<file path="src/rtl/mes_pkg.sv">
package mes_pkg;
  localparam int unsigned MES_NUM_CAUSE   = 5;
  localparam int unsigned MES_SYNC_STAGES = 2;

  typedef enum logic [2:0] {
    CAUSE_TGT_ABORT  = 3'd0,
    CAUSE_NO_TARGET  = 3'd1,
    CAUSE_RD_PARITY  = 3'd2,
    CAUSE_DISABLED   = 3'd3,
    CAUSE_SYNC_FAIL  = 3'd4
  } mes_cause_e;
endpackage

</file>
<file path="src/rtl/mes_rst_sync.sv">
module mes_rst_sync #(
  parameter int unsigned STAGES = 2
) (
  input  logic clk,
  input  logic rst_n,
  output logic rst_core_n
);
  logic [STAGES-1:0] chain_q;

  always_ff @(posedge clk or negedge rst_n) begin
    if (!rst_n) chain_q <= '0;
    else        chain_q <= {chain_q[STAGES-2:0], 1'b1};
  end

  assign rst_core_n = chain_q[STAGES-1];
endmodule

</file>
<file path="src/rtl/mes_sticky_bit.sv">
module mes_sticky_bit (
  input  logic clk,
  input  logic rst_n,
  input  logic set_i,
  input  logic clr_i,
  output logic q_o
);
  logic q_q;
  logic q_d;
  logic q_en;

  always_comb begin
    q_en = set_i | clr_i;
    q_d  = set_i;          // set dominates any clear in the same cycle
  end

  always_ff @(posedge clk or negedge rst_n) begin
    if (!rst_n)    q_q <= 1'b0;
    else if (q_en) q_q <= q_d;
  end

  assign q_o = q_q;

  assert_set_wins_R9: assert property (@(posedge clk) disable iff (!rst_n)
    set_i |=> q_o);
  assert_clear_R6: assert property (@(posedge clk) disable iff (!rst_n)
    (clr_i && !set_i) |=> !q_o);
  assert_hold_R6: assert property (@(posedge clk) disable iff (!rst_n)
    (!set_i && !clr_i) |=> $stable(q_o));
endmodule

</file>
<file path="src/rtl/mes_ctrl.sv">
module mes_ctrl #(
  parameter int unsigned N_CAUSE     = mes_pkg::MES_NUM_CAUSE,
  parameter int unsigned SYNC_STAGES = mes_pkg::MES_SYNC_STAGES
) (
  input  logic               clk,
  input  logic               rst_n,
  input  logic [N_CAUSE-1:0] err_evt,
  input  logic               wr_en,
  input  logic [N_CAUSE:0]   wr_data,
  output logic [N_CAUSE:0]   rd_data,
  output logic [N_CAUSE-1:0] sys_stat,
  output logic               irq,
  output logic               halt
);
  localparam int unsigned SUM_BIT = N_CAUSE;

  logic               rst_core_n;
  logic [N_CAUSE-1:0] cause_q;
  logic [N_CAUSE-1:0] sys_q;
  logic               sum_q;
  logic [N_CAUSE:0]   clr_vec;
  logic               any_evt;

  mes_rst_sync #(.STAGES(SYNC_STAGES)) u_rst (
    .clk        (clk),
    .rst_n      (rst_n),
    .rst_core_n (rst_core_n)
  );

  always_comb begin
    clr_vec = wr_en ? wr_data : '0;
    any_evt = |err_evt;
  end

  for (genvar i = 0; i < N_CAUSE; i++) begin : g_cause
    mes_sticky_bit u_flag (
      .clk   (clk),
      .rst_n (rst_core_n),
      .set_i (err_evt[i]),
      .clr_i (clr_vec[i]),
      .q_o   (cause_q[i])
    );
    // status field is ordered opposite to the cause index
    mes_sticky_bit u_sys (
      .clk   (clk),
      .rst_n (rst_core_n),
      .set_i (err_evt[i]),
      .clr_i (clr_vec[i]),
      .q_o   (sys_q[N_CAUSE-1-i])
    );

    assert_sys_mirror_R6: assert property (@(posedge clk) disable iff (!rst_core_n)
      sys_q[N_CAUSE-1-i] == cause_q[i]);
  end

  mes_sticky_bit u_sum (
    .clk   (clk),
    .rst_n (rst_core_n),
    .set_i (any_evt),
    .clr_i (clr_vec[SUM_BIT]),
    .q_o   (sum_q)
  );

  assign rd_data  = {sum_q, cause_q};
  assign sys_stat = sys_q;
  assign irq      = sum_q;
  assign halt     = |cause_q;

  assert_evt_onehot_R1: assert property (@(posedge clk) disable iff (!rst_core_n)
    $onehot0(err_evt));
  assert_irq_source_R7: assert property (@(posedge clk) disable iff (!rst_core_n)
    $rose(irq) |-> $past(any_evt));
  assert_halt_source_R8: assert property (@(posedge clk) disable iff (!rst_core_n)
    $rose(halt) |-> $past(any_evt));
  assert_halt_implies_sum_R8: assert property (@(posedge clk) disable iff (!rst_core_n)
    (any_evt && !halt) |=> (halt && irq));
endmodule

</file>
<file path="config.mk">
export PLATFORM = sky130hd
export DESIGN_NAME = mes_ctrl
export DESIGN_NICKNAME = d
export VERILOG_FILES = /design/src/rtl/mes_pkg.sv /design/src/rtl/mes_rst_sync.sv /design/src/rtl/mes_sticky_bit.sv /design/src/rtl/mes_ctrl.sv
export SDC_FILE = /design/constraint.sdc
export NUM_CORES = 1
export LEC_CHECK = 0
export BUFFER_PORTS_ARGS = -buffer_cell sky130_fd_sc_hd__clkbuf_2
export CAP_MARGIN = 20
export CORE_AREA = 2 2 39 41
export CTS_CLUSTER_SIZE = 12
export DETAILED_ROUTE_END_ITERATION = 8
export DIE_AREA = 0 0 41 43
export GPL_ROUTABILITY_DRIVEN = 0
export HOLD_SLACK_MARGIN = 0.06
export MAX_ROUTING_LAYER = met4
export SLEW_MARGIN = 40
export SYNTH_ARGS = -nofsm -noshare
export SYNTH_HDL_FRONTEND = slang
export SYNTH_SLANG_ARGS = --single-unit
export TNS_END_PERCENT = 10
</file>
<file path="constraint.sdc">
create_clock -name clk -period 0.8 [get_ports clk]
set_input_delay 0.16 -clock clk [delete_from_list [all_inputs] [get_ports clk]]
set_output_delay 0.16 -clock clk [all_outputs]
set_load 0.05 [all_outputs]
</file>
==> results.md, run 1 <==
- Status: finished with violations
- Failing checks: setup timing
- Final nets: 80
- Register clock-pin slew on the reported worst setup and hold paths: 0.06 ns
- Startpoint types: flop
- Reported max-cap violation count: 0
- Total global routing overflow: 0
- Via density: 4.27
- Net Count, Synth: 50
- Area share of the largest cell type after synthesis: 0.532
- Crit end category: output port
- RSZ-0062 raised after global routing: true
- Syn. warnings: 0
- Area after DPL: 515 um2
- Clock Skews: 0.00552 ns
- Ranking of synthesized cells by area: dfrtp_1, buf_4, a21o_1
- Seq/Total Area, Yosys: 0.532
- Worst vdd ir: 693 uV
- Clock Path Buffers: 2
- Final Hold Viols: 0
- Final std cell area, no fill: 706 um2
- Clock root cell: clkbuf_4
- Vias in the first global route: 348
- Largest net degree at the start of global routing: 7
- Required @ worst endpoint: 0.64 ns
- Leakage power: 0.343 nW
- Initial DRC count: 3
- CTS Buf Count: 3
- Min Tclk post-route: 1.22 ns
- Initial Util: 0.272
- Setup WS post-layout: -0.422 ns
- Ys flop type: dfrtp_1
- First-pass GRT wire length: 1.34 mm
- Post-synth top cells: buf_4, dfrtp_1, nand2_1
- Die X-Extent: 41 um
- Chip Height: 43 um
- Setup_tns: -3.75 ns
- Post-DP HPWL: 664 um
- Mapped Cells: 36
- Layout cells sized above 1: 0.662
- Total number of vias: 346
- Detailed Route WL: 955 um
- Clk Latency, worst-skew pair: 0.25 ns
- Clk sinks: 8
- Synth unique cells: 10
- Worst Path Max Fanout: 2
- Area leader, netlist: dfrtp_1
- Pwr/cell area: 1630 mW/mm2
- H-tree depth: 1
- Antenna violations before repair: 0
- Filler cells: 130
- Most frequent cell after synthesis: buf_4
- Antenna viol nets, final: 0
- Reg area: 201 um2
- Die area: 0.00176 mm2
- Period utilization: 1.53
- Synth async-reset ratio: 1.00
- DRC viols: 0
- IO Pins: 27
- WP data arrival: 1.06 ns
- GRT Util Overall: 0.124
- Syn avg cell area: 10.5 um2
- Core Region: 0.00138 mm2
- DRT Pass-1 Iters: 2
- Critical path class: reg2out
- Max Freq: 818 MHz
- # port buffers: 26
- Post-synthesis instance area: 377 um2
- Final setup violation count: 15
- N_diodes: 0
- Layout Area Growth over Synthesis: 87.4%
- Setup bufs post-CTS: 0
- Worst hold path class: reg2async
- Number of enable flip-flop cells after synthesis: 0
- Flops & latches, synth: 8
- CTS tree: yes
- Fin util: 0.510
- Slew Limit Fails: 0
- Cell Rows: 14
- DR WL/cell: 11.8 um
- Area of the multi-input gates: 105 um2
[through the flow]
stage | setup slack (ns) | std cells | hold slack [ns] | total power [mW]
final | -0.422 | 81 | 0.0808 | 1.15
after global routing | -0.506 | 81 | 0.103 | 1.20
after CTS | -0.450 | 81 | 0.0929 | 1.12
after detailed placement | -0.325 | 76 | -0.0493 | 0.720
after global placement | -0.322 | 76 | -0.0524 | 0.716
after floorplan | -0.206 | 36 | -0.136 | 0.651
[cell type report]
cell class	count	share of cell area
timing repair buffer	36	0.500
sequential	8	0.285
multi-input combinational	17	0.149
clock buffer	4	0.0372
tap	16	0.0284
[worst max-delay path: stages (launching register included)]
cell     delay, ns
dfrtp_1       0.38
nor3_2        0.20
nand2_2       0.07
buf_8         0.15
[sequential cells by signal, indices dropped and copies added, names as in the netlist]
register,count
u_sum.q_o,1
u_rst.chain_q,2
g_cause.u_flag.q_o,3
g_cause.u_sys.q_o,2
[timing repair]
action	in CTS	in global routing
setup endpoints to repair	15	18
hold buffers	1	0
gates resized for setup	28	17
pin swaps	2	1
endpoints found under the hold margin	2	0
[report_power, final]
part	switching [mW]	internal (mW)	total, mW	leakage (nW)
Clock	0.139	0.191	0.329	0.0150
Combinational	0.197	0.175	0.372	0.247
Sequential	0.0188	0.427	0.446	0.0818
Total	0.354	0.793	1.15	0.343
[kinds of logic after synthesis]
| group | share of synthesized area |
|---|---|
| other cells | 0.00996 |
| flops | 0.532 |
| simple gates | 0.113 |
| buf+inv | 0.219 |
| compound gates | 0.126 |
[path summary, 6_finish.rpt]
kind | slack, ns | depth (start not counted) | endpoint | from
hold reg to reg | 0.08 | 0 | g_cause[4].u_flag.q_o | u_rst.chain_q[1]
setup reg to reg | -0.01 | 1 | u_sum.q_o | u_sum.q_o
setup / recovery | -0.42 | 3 | halt | g_cause[4].u_flag.q_o
hold / removal | 0.08 | 0 | g_cause[4].u_flag.q_o | u_rst.chain_q[1]
max in group asynchronous | 0.48 | 2 | u_rst.chain_q[1] | rst_n
min in group clk | 0.11 | 2 | g_cause[1].u_sys.q_o | err_evt[1]
[cells in the final DEF (no fill, tap or decap), types with 3 or more instances in the layout]
master    netlist  final
a21o_1          4      4
buf_4          11      5
buf_6           0      4
buf_8           0     13
clkbuf_2        0     13
clkbuf_4        0      3
dfrtp_1         8      7
nand2_1         7      6
[routing by layer]
layer | track usage | vias to the layer above | share of wire
li1 | - | 164 | -
met1 | 0.107 | 159 | 0.35
met2 | 0.197 | 21 | 0.55
met3 | 0.0471 | 2 | 0.087
met4 | 0.100 | 0 | 0.0084
met5 | - | - | 0
No activity file was read; power rests on OpenSTA's default activity.
==> run 2: changes to the inputs <==
GPL_ROUTABILITY_DRIVEN = not set   (was 0)
MAX_ROUTING_LAYER = not set   (was met4)
PLACE_DENSITY = 0.66   (was not set)
==> run 2 against run 1 <==
Sequential power about the same. Worst hold slack improved by 0.0044 ns. Clock-buffer cell count unchanged. The flow still finishes with violations (setup timing). Highest routed layer is now met3. Cell count unchanged. Setup slack improved by 0.021 ns. Register-to-register slack about the same. Power decreased by 0.30%. Critical path type unchanged. Critical path depth unchanged. Wire length decreased by 13%.
==> results.md, run 2 (synthesis results as in run 1) <==
- Antenna viol nets, final: 0
- Commonest non-fill, non-tap cells in the layout: clkbuf_2, buf_8, dfrtp_1, nand2_1
- Filler cells: 132
- Min Tclk post-route: 1.20 ns
- Max reg flops: 3
- Critical path class: reg2out
- Chip Height: 43 um
- Slew Limit Fails: 0
- Period utilization: 1.50
- Total global routing overflow: 0
- Area of the multi-input gates: 101 um2
- Crit end category: output port
- Worst Path Max Fanout: 2
- Setup bufs post-CTS: 0
- Clk Latency, worst-skew pair: 0.25 ns
- # port buffers: 26
- Detailed Route WL: 830 um
- Reg area: 201 um2
- Setup_tns: -3.64 ns
- Cell Rows: 14
- DR WL/cell: 10.2 um
- H-tree depth: 1
- Required @ worst endpoint: 0.64 ns
- Area after DPL: 528 um2
- Clock Skews: 0.00962 ns
- Die area: 0.00176 mm2
- Clock root cell: clkbuf_4
- Failing checks: setup timing
- Vias in the first global route: 355
- Setup WS post-layout: -0.401 ns
- Status: finished with violations
- Grt met3 use: 0.0471
- Final setup violation count: 16
- First-pass GRT wire length: 1.35 mm
- Final nets: 80
- Layout cells sized above 1: 0.646
- Core Region: 0.00138 mm2
- DRT Pass-1 Iters: 1
- Top Usage Layer GRT: met2
- Final std cell area, no fill: 714 um2
- Grt met2 use: 0.209
- Initial DRC count: 0
- WP data arrival: 1.04 ns
- Largest net degree at the start of global routing: 7
- Post-DP HPWL: 650 um
- Startpoint types: flop
- WHS: 0.0852 ns
- Antenna violations before repair: 0
- CTS tree: yes
- Clock Path Buffers: 2
- Final Hold Viols: 0
- Worst hold path class: reg2async
- Register clock-pin slew on the reported worst setup and hold paths: 0.06 ns
- DRC viols: 0
- GRT Util Overall: 0.119
- RSZ-0062 raised after global routing: true
- CTS Buf Count: 3
- IO Pins: 27
- Die X-Extent: 41 um
- Layout Area Growth over Synthesis: 89.7%
- Leakage power: 0.346 nW
- Total number of vias: 339
- Reported max-cap violation count: 0
- Worst vdd ir: 727 uV
- Total power: 1.14 mW
- Pwr/cell area: 1600 mW/mm2
- GR Util met1: 0.108
- RD Place Congestion: 0.694
- Via density: 4.19
- Initial Util: 0.272
- N_diodes: 0
- Max Freq: 833 MHz
- Clk sinks: 8
run 2: where the power goes:
group	internal [mW]	leakage (nW)	total, mW	switching, mW
logic	0.180	0.250	0.373	0.193
clock network	0.191	0.0150	0.324	0.134
registers	0.427	0.0818	0.446	0.0187
run 2: metrics by stage:
| step | instances | setup slack (ns) | util |
|---|---|---|---|
| 2_1_floorplan | 36 | -0.206 | - |
| 3_3_place_gp | 76 | -0.304 | 0.382 |
| 3_5_place_dp | 76 | -0.314 | 0.382 |
| 4_1_cts | 81 | -0.428 | 0.494 |
| 5_1_grt | 81 | -0.462 | 0.516 |
| 6_report | 81 | -0.401 | 0.516 |
run 2: critical path, stage by stage, from the launching register on:
cell and delay [ns]:
dfrtp_1 0.38, nor3_2 0.19, nand2_2 0.07, buf_8 0.15
run 2: area by class of cell:
cell class,count,area share
Timing Repair Buffer,36,0.511
Sequential cell,8,0.282
Clock buffer,4,0.0368
Multi-Input combinational cell,17,0.142
Tap cell,16,0.0280
run 2: routing by layer:
metal / routed length (um) / share of wire
met1: 271 / 0.33
met2: 492 / 0.59
met3: 65 / 0.078
met4: 0 / 0
met5: 0 / 0
run 2: worst paths after layout:
kind	depth (start not counted)	slack, ns	startpoint	end
min in group clk	2	0.11	err_evt[3]	g_cause[3].u_flag.q_o
worst max-delay path	3	-0.40	g_cause[4].u_flag.q_o	halt
worst max register to register	1	-0.02	u_sum.q_o	u_sum.q_o
worst min-delay path	0	0.09	u_rst.chain_q[1]	g_cause[2].u_flag.q_o
max in group asynchronous	2	0.48	rst_n	u_rst.chain_q[0]
worst min register to register	0	0.09	u_rst.chain_q[1]	g_cause[2].u_flag.q_o
run 2: timing repair:
action,4_1_cts,5_1_grt
hold buffers,1,0
resized for setup,27,17
hold endpoints to repair,2,0
setup endpoints to repair,14,18
pin swaps,2,1
==> run 3: changes to the inputs <==
ABC_AREA = 1   (was not set)
GPL_TIMING_DRIVEN = 0   (was not set)
==> run 3 against run 2 <==
The run still ends with setup timing left. Register-to-register slack is essentially flat. Utilization down 2.5 points. Critical path depth did not move. Setup slack worse by 0.016 ns. Sequential share of layout area is 1.5 points higher. Combinational power fell by 9.9%. Clock-buffer cell count unchanged. Synthesized area is 1.0% higher. Sequential power up 0.9%. Die area stayed put. Fmax fell by 1.3%. Synthesized cell count grew 11%.
==> results.md, run 3 <==
- Final nets: 88
- CP max stage delay: 0.41 ns
- Setup WS post-layout: -0.417 ns
- Status: finished with violations
- Post-synth top cells: buf_4, nand2_1, dfrtp_1
- Most frequent cell after synthesis: buf_4
- Total power: 1.11 mW
- Period utilization: 1.52
- GRT Util Overall: 0.110
- Clock Skews: 0.00926 ns
- Synth async-reset ratio: 1.00
- Syn. warnings: 0
- H-tree depth: 1
- Reported max-cap violation count: 0
- Post-DP HPWL: 603 um
- Clk Latency, worst-skew pair: 0.25 ns
- Die X-Extent: 41 um
- # port buffers: 26
- Required @ worst endpoint: 0.64 ns
- DRC viols: 0
- Leakage power: 0.350 nW
- Commonest non-fill, non-tap cells in the layout: buf_4, clkbuf_2, buf_6, nand2_1, dfrtp_1
- CTS tree: yes
- Worst hold path class: reg2async
- Ranking of synthesized cells by area: dfrtp_1, buf_4, nand2_1
- DR WL/cell: 8.49 um
- Number of enable flip-flop cells after synthesis: 0
- Vias in the first global route: 342
- Ys flop type: dfrtp_1
- Pwr/cell area: 1630 mW/mm2
- Syn avg cell area: 9.51 um2
- Register clock-pin slew on the reported worst setup and hold paths: 0.06 ns
- RSZ-0062 raised after global routing: true
- Clk sinks: 8
- Critical path cell sequence: nor3_2 > nand2_2 > buf_8
- Flops & latches, synth: 8
- Cell Rows: 14
- Slew Limit Fails: 0
- Total number of vias: 371
- N_diodes: 0
- Net Count, Synth: 54
- CTS Buf Count: 3
- WP data arrival: 1.06 ns
- IO Pins: 27
- Die area: 0.00176 mm2
- Fin util: 0.491
- Antenna viol nets, final: 0
- Clock Path Buffers: 2
- Initial Util: 0.275
- Area leader, netlist: dfrtp_1
- Failing checks: setup timing
- Min Tclk post-route: 1.22 ns
- Layout cells sized above 1: 0.616
- RD Place Congestion: 0.613
- Synth unique cells: 9
- Max Freq: 821 MHz
- Core Region: 0.00138 mm2
- Detailed Route WL: 756 um
- Largest net degree at the start of global routing: 7
- First-pass GRT wire length: 1.26 mm
- Worst vdd ir: 707 uV
- Final setup violation count: 14
- Crit end category: output port
- Post-synthesis instance area: 380 um2
- Critical path class: reg2out
- Mapped Cells: 40
- Filler cells: 137
- Area share of the largest cell type after synthesis: 0.526
- Total global routing overflow: 0
- Final Hold Viols: 0
- Max reg flops: 3
- DRT Pass-1 Iters: 4
- Seq/Total Area, Yosys: 0.526
- Initial DRC count: 1
- Chip Height: 43 um
- Startpoint types: flop
- Clock root cell: clkbuf_4
- Area of the multi-input gates: 101 um2
- Reg area: 201 um2
- CP max-delay cell: dfrtp_1
- Layout Area Growth over Synthesis: 78.6%
- Antenna violations before repair: 0
- Worst Path Max Fanout: 4
- Via density: 4.17
==> run 3: per-stage QoR <==
| step | hold slack, ns | std cells | setup TNS [ns] | worst slack, ns | area [um2] |
|---|---|---|---|---|---|
| after floorplan | -0.136 | 40 | -0.251 | -0.136 | 389 |
| after global placement | -0.0521 | 82 | -1.46 | -0.253 | 539 |
| after detailed placement | -0.0484 | 82 | -1.51 | -0.254 | 539 |
| after CTS | 0.0934 | 87 | -4.04 | -0.470 | 662 |
| after global routing | 0.106 | 89 | -4.66 | -0.460 | 679 |
| final | 0.0773 | 89 | -4.11 | -0.417 | 679 |
==> run 3: routing by layer <==
metal / vias up / GRT usage / wire length [um]
met5: - / 0 / 0
li1: 181 / - / -
met1: 172 / 0.0903 / 241
met3: 2 / 0.0471 / 60
met2: 16 / 0.197 / 444
met4: 0 / 0.0600 / 10
==> run 3: area by class of cell <==
class                           instances  share of cell area
Multi-Input combinational cell         20               0.149
Timing Repair Buffer                   29               0.359
Buffer                                 11               0.122
Tap cell                               16              0.0295
Clock buffer                            4              0.0387
Inverter                                1             0.00552
Sequential cell                         8               0.297
==> run 3: repair_timing <==
action	in CTS	in global routing
gates resized for setup	26	2
pin swaps	2	1
endpoints found under the hold margin	2	0
hold buffers	1	0
buffers inserted	0	2
gates cloned	0	0
endpoints found under the setup margin	13	13
==> run 3: critical path, delay by kind of cell (launching register included) <==
kind | cells | cell delay (ns)
flip-flops | 1 | 0.41
buffers and inverters | 1 | 0.15
AND/OR/NAND/NOR | 2 | 0.25
==> run 3: power by group <==
| group | switching, mW | total, mW | leakage [nW] | internal [mW] |
|---|---|---|---|---|
| clock network | 0.129 | 0.320 | 0.0150 | 0.190 |
| registers | 0.0226 | 0.450 | 0.0818 | 0.427 |
| logic | 0.183 | 0.336 | 0.254 | 0.153 |
| total | 0.335 | 1.11 | 0.350 | 0.771 |
==> run 3: cells by family (layout without fill, tap and decap cells) <==
kind of cell | after synthesis | after routing | synth area share
AOI/OAI and AO/OA | 4 | 4 | 0.0790
buffers and inverters | 12 | 45 | 0.227
other | 1 | 1 | 0.00986
DFF | 8 | 8 | 0.526
and+or+nand+nor | 15 | 15 | 0.158
==> run 3: final timing paths <==
| kind | from | to | slack (ns) | depth (start not counted) |
|---|---|---|---|---|
| min in group clk | err_evt[4] | g_cause[4].u_flag.q_o | 0.11 | 3 |
| setup reg to reg | g_cause[2].u_flag.q_o | g_cause[2].u_flag.q_o | -0.01 | 2 |
| hold reg to reg | u_rst.chain_q[1] | g_cause[1].u_sys.q_o | 0.08 | 0 |
| hold / removal | u_rst.chain_q[1] | g_cause[1].u_sys.q_o | 0.08 | 0 |
| max in group asynchronous | rst_n | u_rst.chain_q[1] | 0.46 | 2 |
| setup / recovery | g_cause[1].u_sys.q_o | halt | -0.42 | 3 |
